$ cat src/rtl/sar_pkg.sv
package sar_pkg;

  // Strobes passed from control to datapath on each bit event
  typedef struct packed {
    logic shiftEn;   // a bit-clock rising edge was seen: shift in data
    logic useCur;    // word ends with the bit taken this event (delayed format)
    logic capLeft;   // a left word has just ended: hold it
    logic publish;   // a right word ended and the frame is good: present it
    logic wide;      // the ending word was wide
  } sarStrobe_t;

endpackage

$ cat src/rtl/sar_sync.sv
module sar_sync #(
  parameter int SYNC_STAGES = 2
) (
  input  logic clk,
  input  logic rstN,
  input  logic sckIn,
  input  logic wsIn,
  input  logic sdIn,
  output logic bitEvt,
  output logic wsS,
  output logic sdS
);

  localparam int LANES = 3;

  logic [SYNC_STAGES-1:0][LANES-1:0] stage;
  logic sckPrev;

  always_ff @(posedge clk or negedge rstN) begin
    if (!rstN) begin
      stage   <= '0;
      sckPrev <= 1'b0;
    end else begin
      stage[0] <= {sckIn, wsIn, sdIn};
      for (int i = 1; i < SYNC_STAGES; i++) stage[i] <= stage[i-1];
      sckPrev <= stage[SYNC_STAGES-1][2];
    end
  end

  assign bitEvt = stage[SYNC_STAGES-1][2] & ~sckPrev;
  assign wsS    = stage[SYNC_STAGES-1][1];
  assign sdS    = stage[SYNC_STAGES-1][0];

endmodule

$ cat src/rtl/sar_ctrl.sv
module sar_ctrl
  import sar_pkg::*;
#(
  parameter int NARROW_BITS = 16,
  parameter int WIDE_BITS   = 32
) (
  input  logic       clk,
  input  logic       rstN,
  input  logic       bitEvt,
  input  logic       wsS,
  input  logic       cfgWsInvert,
  input  logic       cfgNoDelay,
  output sarStrobe_t strobe,
  output logic       lockOk
);

  localparam int CNT_W = $clog2(WIDE_BITS) + 2;
  localparam logic [CNT_W-1:0] CNT_MAX    = '1;
  localparam logic [CNT_W-1:0] LEN_NARROW = CNT_W'(NARROW_BITS);
  localparam logic [CNT_W-1:0] LEN_WIDE   = CNT_W'(WIDE_BITS);

  logic             wsPrev, havePrev, started;
  logic [CNT_W-1:0] bitCnt;
  logic             leftOk, leftWide;

  logic wsEdge, lenNarrow, lenWide, lenGood, doneIsLeft, pairOk;

  always_comb begin
    wsEdge     = bitEvt && havePrev && (wsS != wsPrev);
    lenNarrow  = (bitCnt == LEN_NARROW);
    lenWide    = (bitCnt == LEN_WIDE);
    lenGood    = lenNarrow || lenWide;
    doneIsLeft = (wsPrev == cfgWsInvert);
    pairOk     = lenGood && leftOk && (leftWide == lenWide);

    strobe.shiftEn = bitEvt;
    strobe.useCur  = !cfgNoDelay;
    strobe.wide    = lenWide;
    strobe.capLeft = wsEdge && started && doneIsLeft;
    strobe.publish = wsEdge && started && !doneIsLeft && pairOk;
  end

  always_ff @(posedge clk or negedge rstN) begin
    if (!rstN) begin
      wsPrev   <= 1'b0;
      havePrev <= 1'b0;
      started  <= 1'b0;
      bitCnt   <= '0;
      leftOk   <= 1'b0;
      leftWide <= 1'b0;
      lockOk   <= 1'b0;
    end else if (bitEvt) begin
      wsPrev   <= wsS;
      havePrev <= 1'b1;
      if (wsEdge) begin
        started <= 1'b1;
        bitCnt  <= CNT_W'(1);
        if (started) begin
          if (doneIsLeft) begin
            leftOk   <= lenGood;
            leftWide <= lenWide;
            if (!lenGood) lockOk <= 1'b0;
          end else begin
            leftOk <= 1'b0;
            lockOk <= pairOk;
          end
        end
      end else if (started && bitCnt != CNT_MAX) begin
        bitCnt <= bitCnt + CNT_W'(1);
      end
    end
  end

endmodule

$ cat src/rtl/sar_dpath.sv
module sar_dpath
  import sar_pkg::*;
#(
  parameter int NARROW_BITS = 16,
  parameter int WIDE_BITS   = 32
) (
  input  logic                 clk,
  input  logic                 rstN,
  input  sarStrobe_t           strobe,
  input  logic                 sdS,
  output logic [WIDE_BITS-1:0] leftOut,
  output logic [WIDE_BITS-1:0] rightOut,
  output logic                 frameValid,
  output logic                 wideMode
);

  localparam int PAD_BITS = WIDE_BITS - NARROW_BITS;

  logic [WIDE_BITS-1:0] shiftReg, leftHold;
  logic [WIDE_BITS-1:0] wordFull, wordJust;

  always_comb begin
    wordFull = strobe.useCur ? {shiftReg[WIDE_BITS-2:0], sdS} : shiftReg;
    wordJust = strobe.wide ? wordFull
                           : {wordFull[NARROW_BITS-1:0], {PAD_BITS{1'b0}}};
  end

  always_ff @(posedge clk or negedge rstN) begin
    if (!rstN) begin
      shiftReg   <= '0;
      leftHold   <= '0;
      leftOut    <= '0;
      rightOut   <= '0;
      frameValid <= 1'b0;
      wideMode   <= 1'b0;
    end else begin
      frameValid <= 1'b0;
      if (strobe.shiftEn) shiftReg <= {shiftReg[WIDE_BITS-2:0], sdS};
      if (strobe.capLeft) leftHold <= wordJust;
      if (strobe.publish) begin
        leftOut    <= leftHold;
        rightOut   <= wordJust;
        wideMode   <= strobe.wide;
        frameValid <= 1'b1;
      end
    end
  end

endmodule

$ cat src/rtl/serial_audio_rx.sv
module serial_audio_rx
  import sar_pkg::*;
#(
  parameter int NARROW_BITS = 16,
  parameter int WIDE_BITS   = 32,
  parameter int SYNC_STAGES = 2
) (
  input  logic                 clk,
  input  logic                 rstN,
  input  logic                 sckIn,
  input  logic                 wsIn,
  input  logic                 sdIn,
  input  logic                 cfgWsInvert,
  input  logic                 cfgNoDelay,
  output logic [WIDE_BITS-1:0] leftOut,
  output logic [WIDE_BITS-1:0] rightOut,
  output logic                 frameValid,
  output logic                 wideMode,
  output logic                 lockOk
);

  logic       bitEvt, wsS, sdS;
  sarStrobe_t strobe;

  sar_sync #(.SYNC_STAGES(SYNC_STAGES)) uSync (
    .clk(clk), .rstN(rstN), .sckIn(sckIn), .wsIn(wsIn), .sdIn(sdIn),
    .bitEvt(bitEvt), .wsS(wsS), .sdS(sdS)
  );

  sar_ctrl #(.NARROW_BITS(NARROW_BITS), .WIDE_BITS(WIDE_BITS)) uCtrl (
    .clk(clk), .rstN(rstN), .bitEvt(bitEvt), .wsS(wsS),
    .cfgWsInvert(cfgWsInvert), .cfgNoDelay(cfgNoDelay),
    .strobe(strobe), .lockOk(lockOk)
  );

  sar_dpath #(.NARROW_BITS(NARROW_BITS), .WIDE_BITS(WIDE_BITS)) uDpath (
    .clk(clk), .rstN(rstN), .strobe(strobe), .sdS(sdS),
    .leftOut(leftOut), .rightOut(rightOut),
    .frameValid(frameValid), .wideMode(wideMode)
  );

endmodule

$ cat config.mk
export PLATFORM = sky130hd
export DESIGN_NAME = serial_audio_rx
export DESIGN_NICKNAME = d
export VERILOG_FILES = /design/src/rtl/sar_pkg.sv /design/src/rtl/sar_sync.sv /design/src/rtl/sar_ctrl.sv /design/src/rtl/sar_dpath.sv /design/src/rtl/serial_audio_rx.sv
export SDC_FILE = /design/constraint.sdc
export NUM_CORES = 1
export LEC_CHECK = 0
export ABC_CLOCK_PERIOD_IN_PS = 3400
export BUFFER_PORTS_ARGS = -buffer_cell sky130_fd_sc_hd__buf_4
export CAP_MARGIN = 10
export CORE_MARGIN = 1
export CORE_UTILIZATION = 35
export DETAILED_ROUTE_END_ITERATION = 10
export GPL_ROUTABILITY_DRIVEN = 0
export REMOVE_ABC_BUFFERS = 1
export SYNTH_ARGS = -nofsm -noshare
export SYNTH_HDL_FRONTEND = slang
export SYNTH_SLANG_ARGS = --single-unit
$ cat constraint.sdc
create_clock -name clk -period 3.4 [get_ports clk]
set_input_delay 0.17 -clock clk [delete_from_list [all_inputs] [get_ports clk]]
set_output_delay 0.17 -clock clk [all_outputs]
set_load 0.01 [all_outputs]
==> Flow_metrics.wiki <==
{| class="wikitable"
! Metric !! Value
|-
| Site Rows || about 50
|-
| Vertical die dimension || ~140 microns
|-
| Detail-routed net length per standard cell || ~16 microns
|-
| Syn_area_per_cell || 13.5 sq um
|-
| Global-route wire length before repair || 21,700 microns
|-
| Largest net degree at the start of global routing || roughly 100
|-
| Most frequently used flop master after synthesis || dfrtp_1
|-
| Cell count after placement || roughly 760
|-
| Outcome || finished with violations
|-
| Tot GR Track Use || 0.147
|-
| First DRT Iteration DRCs || 211
|-
| HPWL after detailed placement || about 8000 microns
|-
| Final Slew Violations || 0
|-
| Total setup violations reported at the end of the flow || 0
|-
| List of most frequent post-synthesis cells || 150 x dfrtp_1, 102 x nand2_1, 57 x mux2_2
|-
| Path category of the worst min-delay check || input port to flop
|-
| Cells after synthesis || a little under 500
|-
| Total Routed Length || 12,600 microns
|-
| TritonCTS buffer count || 17
|-
| Proportion of layout cells with a drive suffix above 1 || 0.398
|-
| H-Tree Level Count || 4
|-
| Most frequent cell after synthesis || dfrtp_1
|-
| Drt via density || 4.78
|-
| CTS clk-pin slew, worst paths || around 0.060 ns
|-
| Post-synthesis xor/xnor area fraction || 0.00810
|-
| Critical path class || flop to flop
|-
| Flop-to-flop setup slack || approximately 0.52 ns
|-
| Flip-flop and latch count after synthesis || 150
|-
| Count of warnings emitted by yosys || 0
|-
| Max-capacitance violation count || 0
|-
| Ranking of synthesized cells by area || dfrtp_1 58%, mux2_2 9.9%, mux2_4 9.3%
|-
| I/O Pins || 74
|-
| Root buffer cell || clkbuf_16
|-
| Failing checks || DRC
|-
| Number of antenna violations at the first check in global routing || 0
|-
| Post-synthesis adder-cell area fraction || 0.00386
|-
| Number of buffers on the longest clock path || 2
|-
| Final antenna-violating net count || 0
|-
| Power Dens Cells || roughly 550 mW/mm^2
|-
| Die Area || between 0.015 and 0.02 sq mm
|-
| Main combinational cell family by area after synthesis || multiplexers
|-
| Slew at the pin with the worst max-slew slack || 0.975 ns
|-
| Highest ir drop seen on vdd || ~0.00033 V
|-
| Number of synthesized flops with an enable pin || 0
|-
| Total power || around 4.4 mW
|-
| Number of hold violations in the final report || 0
|-
| Number of inserted filler cells in the final layout || ~1,600
|-
| Largest area contributor in the synthesized netlist || dfrtp_1
|-
| Proportion of synthesized flip-flops having asynchronous set or reset || 1.00
|-
| Share of synthesized cell area in and, or, nand and nor gates || 0.0966
|-
| Total Nets Final || approximately 570
|-
| Post-CTS Setup Repair Bufs || 0
|-
| Static leakage || 4.14 nW
|-
| Endpoint of the most critical setup path || uDpath.rightOut[21]
|-
| Proportion of synthesized chip area in sequential cells || 0.578
|-
| CTS tree || built
|-
| Clk_lat worst skew || about 0.42 ns
|-
| Final period util || 0.846
|-
| Synth-to-Final Area Change || 22.1%
|-
| Residual overflow from global routing || 0
|-
| Number of cells traversed by the worst register-to-register path || 7
|-
| Reg2Reg Capture Point || uDpath.rightOut[21]
|-
| Fraction of synthesized cell area taken by the top area cell type || 0.578
|-
| Total clock sinks || 150
|-
| Worst setup startpoint || uCtrl.bitCnt[0]
|-
| Final setup TNS || 0 ns
|-
| Worst EP required || between 3 and 4 ns
|-
| FF-to-FF Start || uCtrl.bitCnt[0]
|-
| Antenna diode count || 0
|-
| Crit start category || flop
|-
| Port Buffer Count || 73
|-
| Arrival time at the worst endpoint || 3.17 ns
|-
| Horizontal die dimension || around 140 microns
|-
| Core area || between 0.015 and 0.02 sq mm
|-
| Starting density of the core || 0.359
|-
| Category of the worst setup path capture point || flop
|-
| Unique cell type count in the Yosys netlist || 37
|-
| Share of the synthesized area in compound gates (AO/OA/AOI/OAI) || 0.0110
|-
| Maximum fanout encountered on the critical timing path || 20
|-
| RSZ-0062 raised after global routing || false
|-
| Via count || between 3,000 and 4,000
|-
| Final period demand of the worst path || ~2.9 ns
|-
| Upper clock frequency limit || around 0.35 GHz
|-
| Via count of the first global-routing pass || around 4,100
|-
| Slew headroom || 0.350
|-
| Share of cell area taken by muxes after synthesis || 0.276
|-
| Non-filler cells, final || between 700 and 800
|-
| Total iterations of the first detailed-routing run || 7
|-
| Netlist Area Pre-Place || between 0.006 and 0.007 sq mm
|-
| Worst setup skew after layout || ~0.006 ns
|-
| Drt drc || 8
|}
-- cells by family after synthesis --
kind of cell / Yosys count
DFF: 150
and+or+nand+nor: 147
AOI/OAI and AO/OA: 11
adders and majority gates: 2
buffers and inverters: 33
xor gates and xnor gates: 6
muxes: 132
-- cell usage in the layout (no fill, tap or decap), types with 2 or more instances in the layout --
master	n
dfrtp_1	150
buf_4	80
xor2_1	4
o21ai_0	3
and3_1	4
xnor2_1	2
a21oi_1	2
mux4_2	16
nand4_1	2
mux2i_1	19
nand3_1	4
o211ai_1	2
clkbuf_8	4
clkinv_2	4
inv_1	6
dlygate4sd3_1	4
mux2_2	57
mux2_4	40
nand2b_1	3
nor3_1	2
nand2_1	102
nor2_1	19
ha_1	2
clkbuf_16	17
bufinv_16	4
-- worst max-delay path, stage by stage, from the launching register on --
cell and delay, ns:
dfrtp_1 0.39, inv_1 0.10, ha_1 0.14, or4b_1 0.46, or3b_1 0.69, buf_4 0.35
mux4_2 0.33, mux2_4 0.28
-- stage by stage --
step	utilization	setup WS, ns	instance area [sq um]	hold slack (ns)
CTS	0.438	0.522	7930	0.139
detailed placement	0.401	0.536	7250	0.281
floorplan	-	-0.617	6340	-0.126
global placement	0.401	0.597	7250	0.282
global route	0.438	0.402	7930	0.188
finish	0.438	0.525	7930	0.156
-- how the worst min path moves through the flow --
stage / slack [ns] / cells past startpoint / from / endpoint
floorplan: -0.13 / 0 / rstN / uCtrl.bitCnt[0]
global placement: 0.28 / 1 / wsIn / uSync.stage[1]
detailed placement: 0.28 / 1 / sckIn / uSync.stage[2]
CTS: 0.14 / 4 / cfgWsInvert / uDpath.frameValid
global route: 0.19 / 4 / cfgWsInvert / uDpath.frameValid
finish: 0.16 / 4 / cfgWsInvert / uDpath.frameValid
-- timing repair --
| item | in CTS | in global routing |
|---|---|---|
| hold buffers | 4 | 0 |
| gates resized for setup | 0 | 0 |
| hold endpoints to repair | 104 | 0 |
-- metal layers --
layer  global-route usage  vias to the layer above  part of all wire
met4               0.0621                        0             0.017
met5                    0                        -                 0
met3               0.0426                       15             0.037
li1                     -                     1810                 -
met1                0.192                     1927              0.48
met2                0.229                       67              0.47
-- where the power goes --
part | leakage, nW | switching, mW | internal [mW] | total [mW]
Combinational | 1.79 | 0.178 | 0.180 | 0.358
Sequential | 2.04 | 0.122 | 1.91 | 2.03
Clock | 0.312 | 0.698 | 1.30 | 1.99
Total | 4.14 | 0.998 | 3.38 | 4.38
-- layout make-up --
cell class,instances,area (sq um),share of cell area
sequential,150,3750,0.474
multi-input combinational,298,2580,0.325
timing repair buffer,85,652,0.0823
clock buffer,22,484,0.0611
tap,229,287,0.0362
clock inverter,9,148,0.0186
inverter,6,22.5,0.00284
-- flip-flops by register name (all words and copies together), names as in the netlist --
signal	flops
uDpath.leftHold	32
uSync.stage	4
uCtrl.started	1
uDpath.frameValid	1
uDpath.rightOut	32
uCtrl.lockOk	1
uDpath.leftOut	32
uCtrl.bitCnt	7
uDpath.shiftReg	32
uCtrl.leftOk	1
uCtrl.wsPrev	1
uSync.sckPrev	1
uSync.sdS	1
uDpath.wideMode	1
uCtrl.leftWide	1
uSync.wsS	1
uCtrl.havePrev	1
Power figures use the tool's default switching activity.
